## config.mk

```make
export PLATFORM = sky130hd
export DESIGN_NAME = lif_layer
export DESIGN_NICKNAME = d
export VERILOG_FILES = /design/src/rtl/lif_layer.sv
export SDC_FILE = /design/constraint.sdc
export NUM_CORES = 2
export LEC_CHECK = 0
export ABC_AREA = 1
export BUFFER_PORTS_ARGS = -buffer_cell sky130_fd_sc_hd__buf_2
export CAP_MARGIN = 20
export CELL_PAD_IN_SITES_DETAIL_PLACEMENT = 2
export CELL_PAD_IN_SITES_GLOBAL_PLACEMENT = 2
export CORE_MARGIN = 4
export CORE_UTILIZATION = 45
export CTS_BUF_LIST = sky130_fd_sc_hd__clkbuf_8
export DETAILED_ROUTE_END_ITERATION = 12
export PLACE_DENSITY_LB_ADDON = 0.05
export SLEW_MARGIN = 20
export SYNTH_ARGS = -nofsm -noshare
export SYNTH_HDL_FRONTEND = slang
export SYNTH_SLANG_ARGS = --single-unit
```

## constraint.sdc

```tcl
create_clock -name clk -period 7 [get_ports clk]
set_input_delay 1.05 -clock clk [delete_from_list [all_inputs] [get_ports clk]]
set_output_delay 1.05 -clock clk [all_outputs]
set_load 0.05 [all_outputs]
```

## src/rtl/lif_layer.sv

```systemverilog
module lif_layer #(
  parameter int N = 20,
  parameter int N_IN = 16,
  parameter int W_W = 8,
  parameter int V_W = 16,
  parameter logic [7:0] BETA = 8'd230,
  parameter int THRESH = 1000,
  parameter int REFRAC = 3,
  localparam int AW = $clog2(N * N_IN)
) (
  input  logic              clk,
  input  logic              rst,
  input  logic              start,
  input  logic [N_IN-1:0]   spike_in,
  input  logic              wr_en,
  input  logic [AW-1:0]     wr_addr,
  input  logic [W_W-1:0]    wr_data,
  output logic [N-1:0]      spike_out,
  output logic              done
);
  localparam int NW = $clog2(N);
  localparam int IW = $clog2(N_IN);
  localparam int RW = $clog2(REFRAC + 1);
  localparam logic [1:0] S_IDLE = 2'd0, S_LEAK = 2'd1, S_ACC = 2'd2, S_FIRE = 2'd3;
  localparam logic signed [V_W-1:0] TH = V_W'(THRESH);
  localparam logic signed [V_W-1:0] VMAX = {1'b0, {(V_W-1){1'b1}}};
  localparam logic signed [V_W-1:0] VMIN = {1'b1, {(V_W-1){1'b0}}};
  localparam logic [RW-1:0] RLOAD = RW'(REFRAC);

  logic [1:0]               st;
  logic [NW-1:0]            n_q;
  logic [IW-1:0]            i_q;
  logic [N_IN-1:0]          spk_q;
  logic [N-1:0]             nxt_q, nxt_w;
  logic signed [W_W-1:0]    wmem [N*N_IN];
  logic signed [V_W-1:0]    vmem [N];
  logic [RW-1:0]            rmem [N];
  logic signed [V_W-1:0]    acc, leak_v, add_v;
  logic signed [V_W+7:0]    prod;
  logic signed [V_W:0]      sum;
  logic signed [W_W-1:0]    wcur;
  logic [AW-1:0]            raddr;
  logic                     fire_now, last_n, last_i;

  assign raddr  = AW'(n_q) * AW'(N_IN) + AW'(i_q);
  assign wcur   = wmem[raddr];
  assign prod   = vmem[n_q] * $signed({1'b0, BETA});
  assign leak_v = V_W'(prod >>> 8);
  assign sum    = {acc[V_W-1], acc} + (V_W+1)'(wcur);
  assign add_v  = (sum[V_W] != sum[V_W-1]) ? (sum[V_W] ? VMIN : VMAX) : sum[V_W-1:0];
  assign fire_now = (st == S_FIRE) && (acc > TH) && (rmem[n_q] == '0);
  assign last_n = (n_q == NW'(N - 1));
  assign last_i = (i_q == IW'(N_IN - 1));

  always_comb begin
    nxt_w = nxt_q;
    nxt_w[n_q] = fire_now;
  end

  always_ff @(posedge clk)
    if (wr_en) wmem[wr_addr] <= wr_data;

  always_ff @(posedge clk) begin
    if (rst) begin
      st <= S_IDLE;
      n_q <= '0;
      i_q <= '0;
      spk_q <= '0;
      nxt_q <= '0;
      acc <= '0;
      spike_out <= '0;
      done <= 1'b0;
      for (int k = 0; k < N; k++) begin
        vmem[k] <= '0;
        rmem[k] <= '0;
      end
    end else begin
      done <= 1'b0;
      case (st)
        S_IDLE: if (start) begin
          spk_q <= spike_in;
          n_q <= '0;
          st <= S_LEAK;
        end
        S_LEAK: begin
          acc <= leak_v;
          i_q <= '0;
          st <= S_ACC;
        end
        S_ACC: begin
          if (spk_q[i_q]) acc <= add_v;
          i_q <= i_q + 1'b1;
          if (last_i) st <= S_FIRE;
        end
        default: begin
          vmem[n_q] <= fire_now ? '0 : acc;
          if (fire_now) rmem[n_q] <= RLOAD;
          else if (rmem[n_q] != '0) rmem[n_q] <= rmem[n_q] - 1'b1;
          nxt_q <= nxt_w;
          if (last_n) begin
            spike_out <= nxt_w;
            done <= 1'b1;
            st <= S_IDLE;
          end else begin
            n_q <= n_q + 1'b1;
            st <= S_LEAK;
          end
        end
      endcase
    end
  end
endmodule


```

==> results <==
- For this run, the post-layout net count is 12500.
- For this run, the slowest stage of the critical path takes 0.61 ns.
- The critical path data required time is 8.05 ns.
- The run finished with clean final reports.
- The count of endpoints failing hold in the final timing report came to 0.
- The area used by multi-input combinational logic is 0.0352 mm^2.
- The share of synthesized area in the top cell type comes to 0.689.
- Averaged over all synthesized cells, the footprint is 11.2 um^2.
- The number of slew-limit violations in the final report is 0.
- For this configuration, the core starts out at a cell density of 0.452.
- The clock edge transition at the registers on the reported setup and hold paths is 0.06 ns.
- The tree built by TritonCTS fans out to 3224 sinks.
- The average via count per standard cell is 5.97.
- The worst hold endpoint is spk_q[4].
- The share of the Yosys chip area taken by registers is 0.702.
- TritonCTS created 565 clock buffers.
- The clock arrives with 0.0728 ns of skew.
- Derived from the worst setup path, the maximum achievable clock frequency is 153 MHz.
- The number of fill cells is 30200.
- For the pin with the worst max-slew slack, the measured transition is 1.23 ns.
- The worst setup path is captured at a flip-flop.
- The die width is 559 um.
- The commonest non-fill, non-tap cell in the layout is edfxtp_1.
- The number of vias in the routed layout is 100000.
- The number of antenna-violating nets in the routed design is 0.
- In the final layout, the share of cells above drive strength 1 is 0.0855.
- For the worst-skew pair, the clock arrives at the later sink with an insertion delay of 1.19 ns.
- The detailed-routing iteration count for the pre-antenna-repair pass is 5.
- The critical path class is reg2reg.
- Post-CTS timing repair inserted 0 buffers for setup.
- After detailed routing, the average wire length per cell comes to 30.5 um.
- When the netlist entered floorplanning its net count stood at 12400.
- The mapped netlist covers 0.137 mm^2.
- The routability congestion estimate is 0.814.
- Setup repair after global routing left no endpoint under its margin.
- Along the worst path, the maximum fanout reaches 55.
- Counting cells, the worst reg-to-reg path comes to 25.
- The worst reg-to-reg setup slack is 0.45 ns.
- The via count of the first global-routing pass is 110000.
- The number of storage elements in the synthesis netlist is 3224.
- The floorplan step defined a core boundary enclosing 0.303 mm^2.
- The number of violations reported at the end of detailed-routing iteration 0 is 10400.
- Detailed placement finished with a half-perimeter wire length of 311 mm.
- The initial antenna violation count came to 34.
- STA puts the critical path data arrival time at 7.60 ns.
- In this run, post-CTS hold repair placed 0 buffers.
- In the layout the commonest cells are edfxtp_1 (3136), nor2_1 (3026), nand2_1 (1638).
- Entering global routing, the biggest net connects 177 pins.
- The analysis attributes to cell leakage a power of 53.6 nW.
- In this run the cell area measured after placement is 0.141 mm^2.
- The start point of the worst min-delay path is spike_in[4].
- The initialized floorplan defines 202 standard-cell rows.
- After routing the design area is 0.151 mm^2.
- The final layout contains routed wiring with a total length of 512 mm.
- The worst-case vdd ir drop is 0.593 mV.
- The full die area is 0.313 mm^2.
- The number of top-level pins is 58.
- The combined global-route utilization of all metal layers is 0.318.
- From synthesis to final layout, the design area changed by 10.6%.
- In the routed design, unresolved DRC markers number 0.
- Setup violations remaining at the end of the flow were counted as 0.
- From bottom edge to top edge, the die measures 559 um.
- The final total negative setup slack is 0 ns.
- Dividing the final minimum period by the clock period gives 0.935.
- The worst hold path was traced through 3 stages.
- The first-pass GRT wire length is 747 mm.
- The number of port buffers is 57.
- The power density of the placed cells is 413 mW/mm^2.
- Yosys attributes the largest share of cell area to edfxtp_1 (69%), nor2_1 (8.3%), o21ai_0 (4.9%).
- TritonCTS built the clock tree.
- The number of synthesis warnings is 0.
- The area occupied by registers is 0.0960 mm^2.
- The worst path needs 6.55 ns of the cycle, external delays included.
- The aggregate global routing overflow is 0.
- Hold is met by 0.154 ns.
- Summed over all instances, the cell type with the most area after synthesis is edfxtp_1.
- Gates resized during post-CTS repair numbered 0.
- The min-delay analysis places its worst path in the category in2reg.
- The tree is rooted in a clkbuf_8.
- The number of max-cap violations is 0.
- The relative slew slack is 0.183.
- The H-tree was split into 6 levels.
- The clock passes through at most 4 buffers.
- The kind of launch point of the worst setup path is a flip-flop.
- The count of mapped cells out of synthesis is 12200.
- The reg-to-reg critical path endpoint is acc[9].
- The largest individual stage delay along the critical path comes from the cell a32oi_1.
- In this run, distinct cell masters in the synthesized netlist total 40.
## sequential cells by signal (all words and copies together) (netlist names), named ones only
register	count
rmem	64
spike_out	20
acc	16
nxt_q	19
done	1
vmem	512
wmem	2560
spk_q	16
i_q	4
st	2
n_q	5
## logic make-up (layout without fill, tap and decap cells)
logic type / Yosys count / after routing / synth area share
AO/OA/AOI/OAI: 2270 / 2270 / 0.0911
XOR/XNOR: 21 / 21 / 0.00134
adder cells (fa/ha/maj): 115 / 115 / 0.0124
buffers and inverters: 1260 / 1805 / 0.0417
flip-flops: 3224 / 3224 / 0.702
other: 0 / 15 / 0
AND/OR/NAND/NOR: 5318 / 5318 / 0.152
## routing by layer
layer / routed length, um / track usage / vias up
met5: 67 / 0 / -
met4: 19100 / 0.117 / 10
met3: 30100 / 0.0400 / 952
met2: 252000 / 0.543 / 3645
met1: 210000 / 0.418 / 52500
li1: - / - / 42900
## power breakdown
part | internal (W) | switching (W) | total (W)
registers | 0.0215 | 0.000283 | 0.0217
logic | 0.00697 | 0.0177 | 0.0246
clock network | 0.00788 | 0.00822 | 0.0161
## synthesized netlist by cell type
| library cell | instances |
|---|---|
| a21o_1 | 4 |
| nor2_1 | 3041 |
| and3_1 | 5 |
| o221ai_1 | 98 |
| a21oi_1 | 218 |
| ha_1 | 81 |
| buf_2 | 180 |
| o21a_1 | 1 |
| nand3b_1 | 3 |
| o311ai_1 | 1 |
| o21ai_2 | 1 |
| nand2_1 | 1656 |
| buf_6 | 58 |
| clkinv_1 | 21 |
| xor2_1 | 17 |
| nand4_1 | 9 |
| o21ai_0 | 1346 |
| clkbuf_1 | 406 |
| xnor2_1 | 4 |
| edfxtp_1 | 3136 |
| inv_1 | 412 |
| dfxtp_1 | 88 |
| or2_2 | 6 |
| a32oi_1 | 10 |
| nor2_2 | 1 |
| nor3_1 | 32 |
| and2_1 | 3 |
| o21ai_1 | 266 |
| inv_2 | 23 |
| fa_1 | 34 |
| buf_1 | 77 |
| nand3_1 | 559 |
| nor4_1 | 3 |
| o211ai_1 | 207 |
| a211oi_1 | 1 |
| a31oi_1 | 20 |
| o22ai_1 | 91 |
| buf_4 | 83 |
| o21bai_1 | 4 |
| o31ai_1 | 2 |
## critical path: cells and delay by family (launching register included)
kind            cells  cell delay (ns)
buf+inv             6             1.08
fa+ha+maj           5             2.31
flops               1             0.53
compound gates      8             1.98
simple gates        6             0.45
## layout make-up
class / count / share of cell area
diodes: 15 / 0.000248
multi-input cells: 7724 / 0.233
flip-flops and latches: 3224 / 0.634
clock inverters: 419 / 0.0132
repair buffers: 349 / 0.0218
well taps: 3978 / 0.0329
inverters: 456 / 0.0116
clock buffers: 581 / 0.0529
## metrics by stage
stage,setup WS (ns),std cells,total power [W],util
after detailed placement,0.533,15700,0.0465,0.466
final,0.452,16700,0.0625,0.499
after CTS,0.488,16700,0.0628,0.499
after global routing,0.148,16700,0.0663,0.499
after global placement,0.608,15700,0.0456,0.466
after floorplan,1.93,12200,0.0376,-
## how the worst max path moves through the flow
stage                         end  slack (ns)
final                      acc[9]        0.45
after global routing       acc[9]        0.15
after CTS                  acc[9]        0.49
after detailed placement   acc[9]        0.53
after global placement    acc[13]        0.61
after floorplan           acc[13]        1.93
Note: power is estimated with default switching activity, not from simulation.
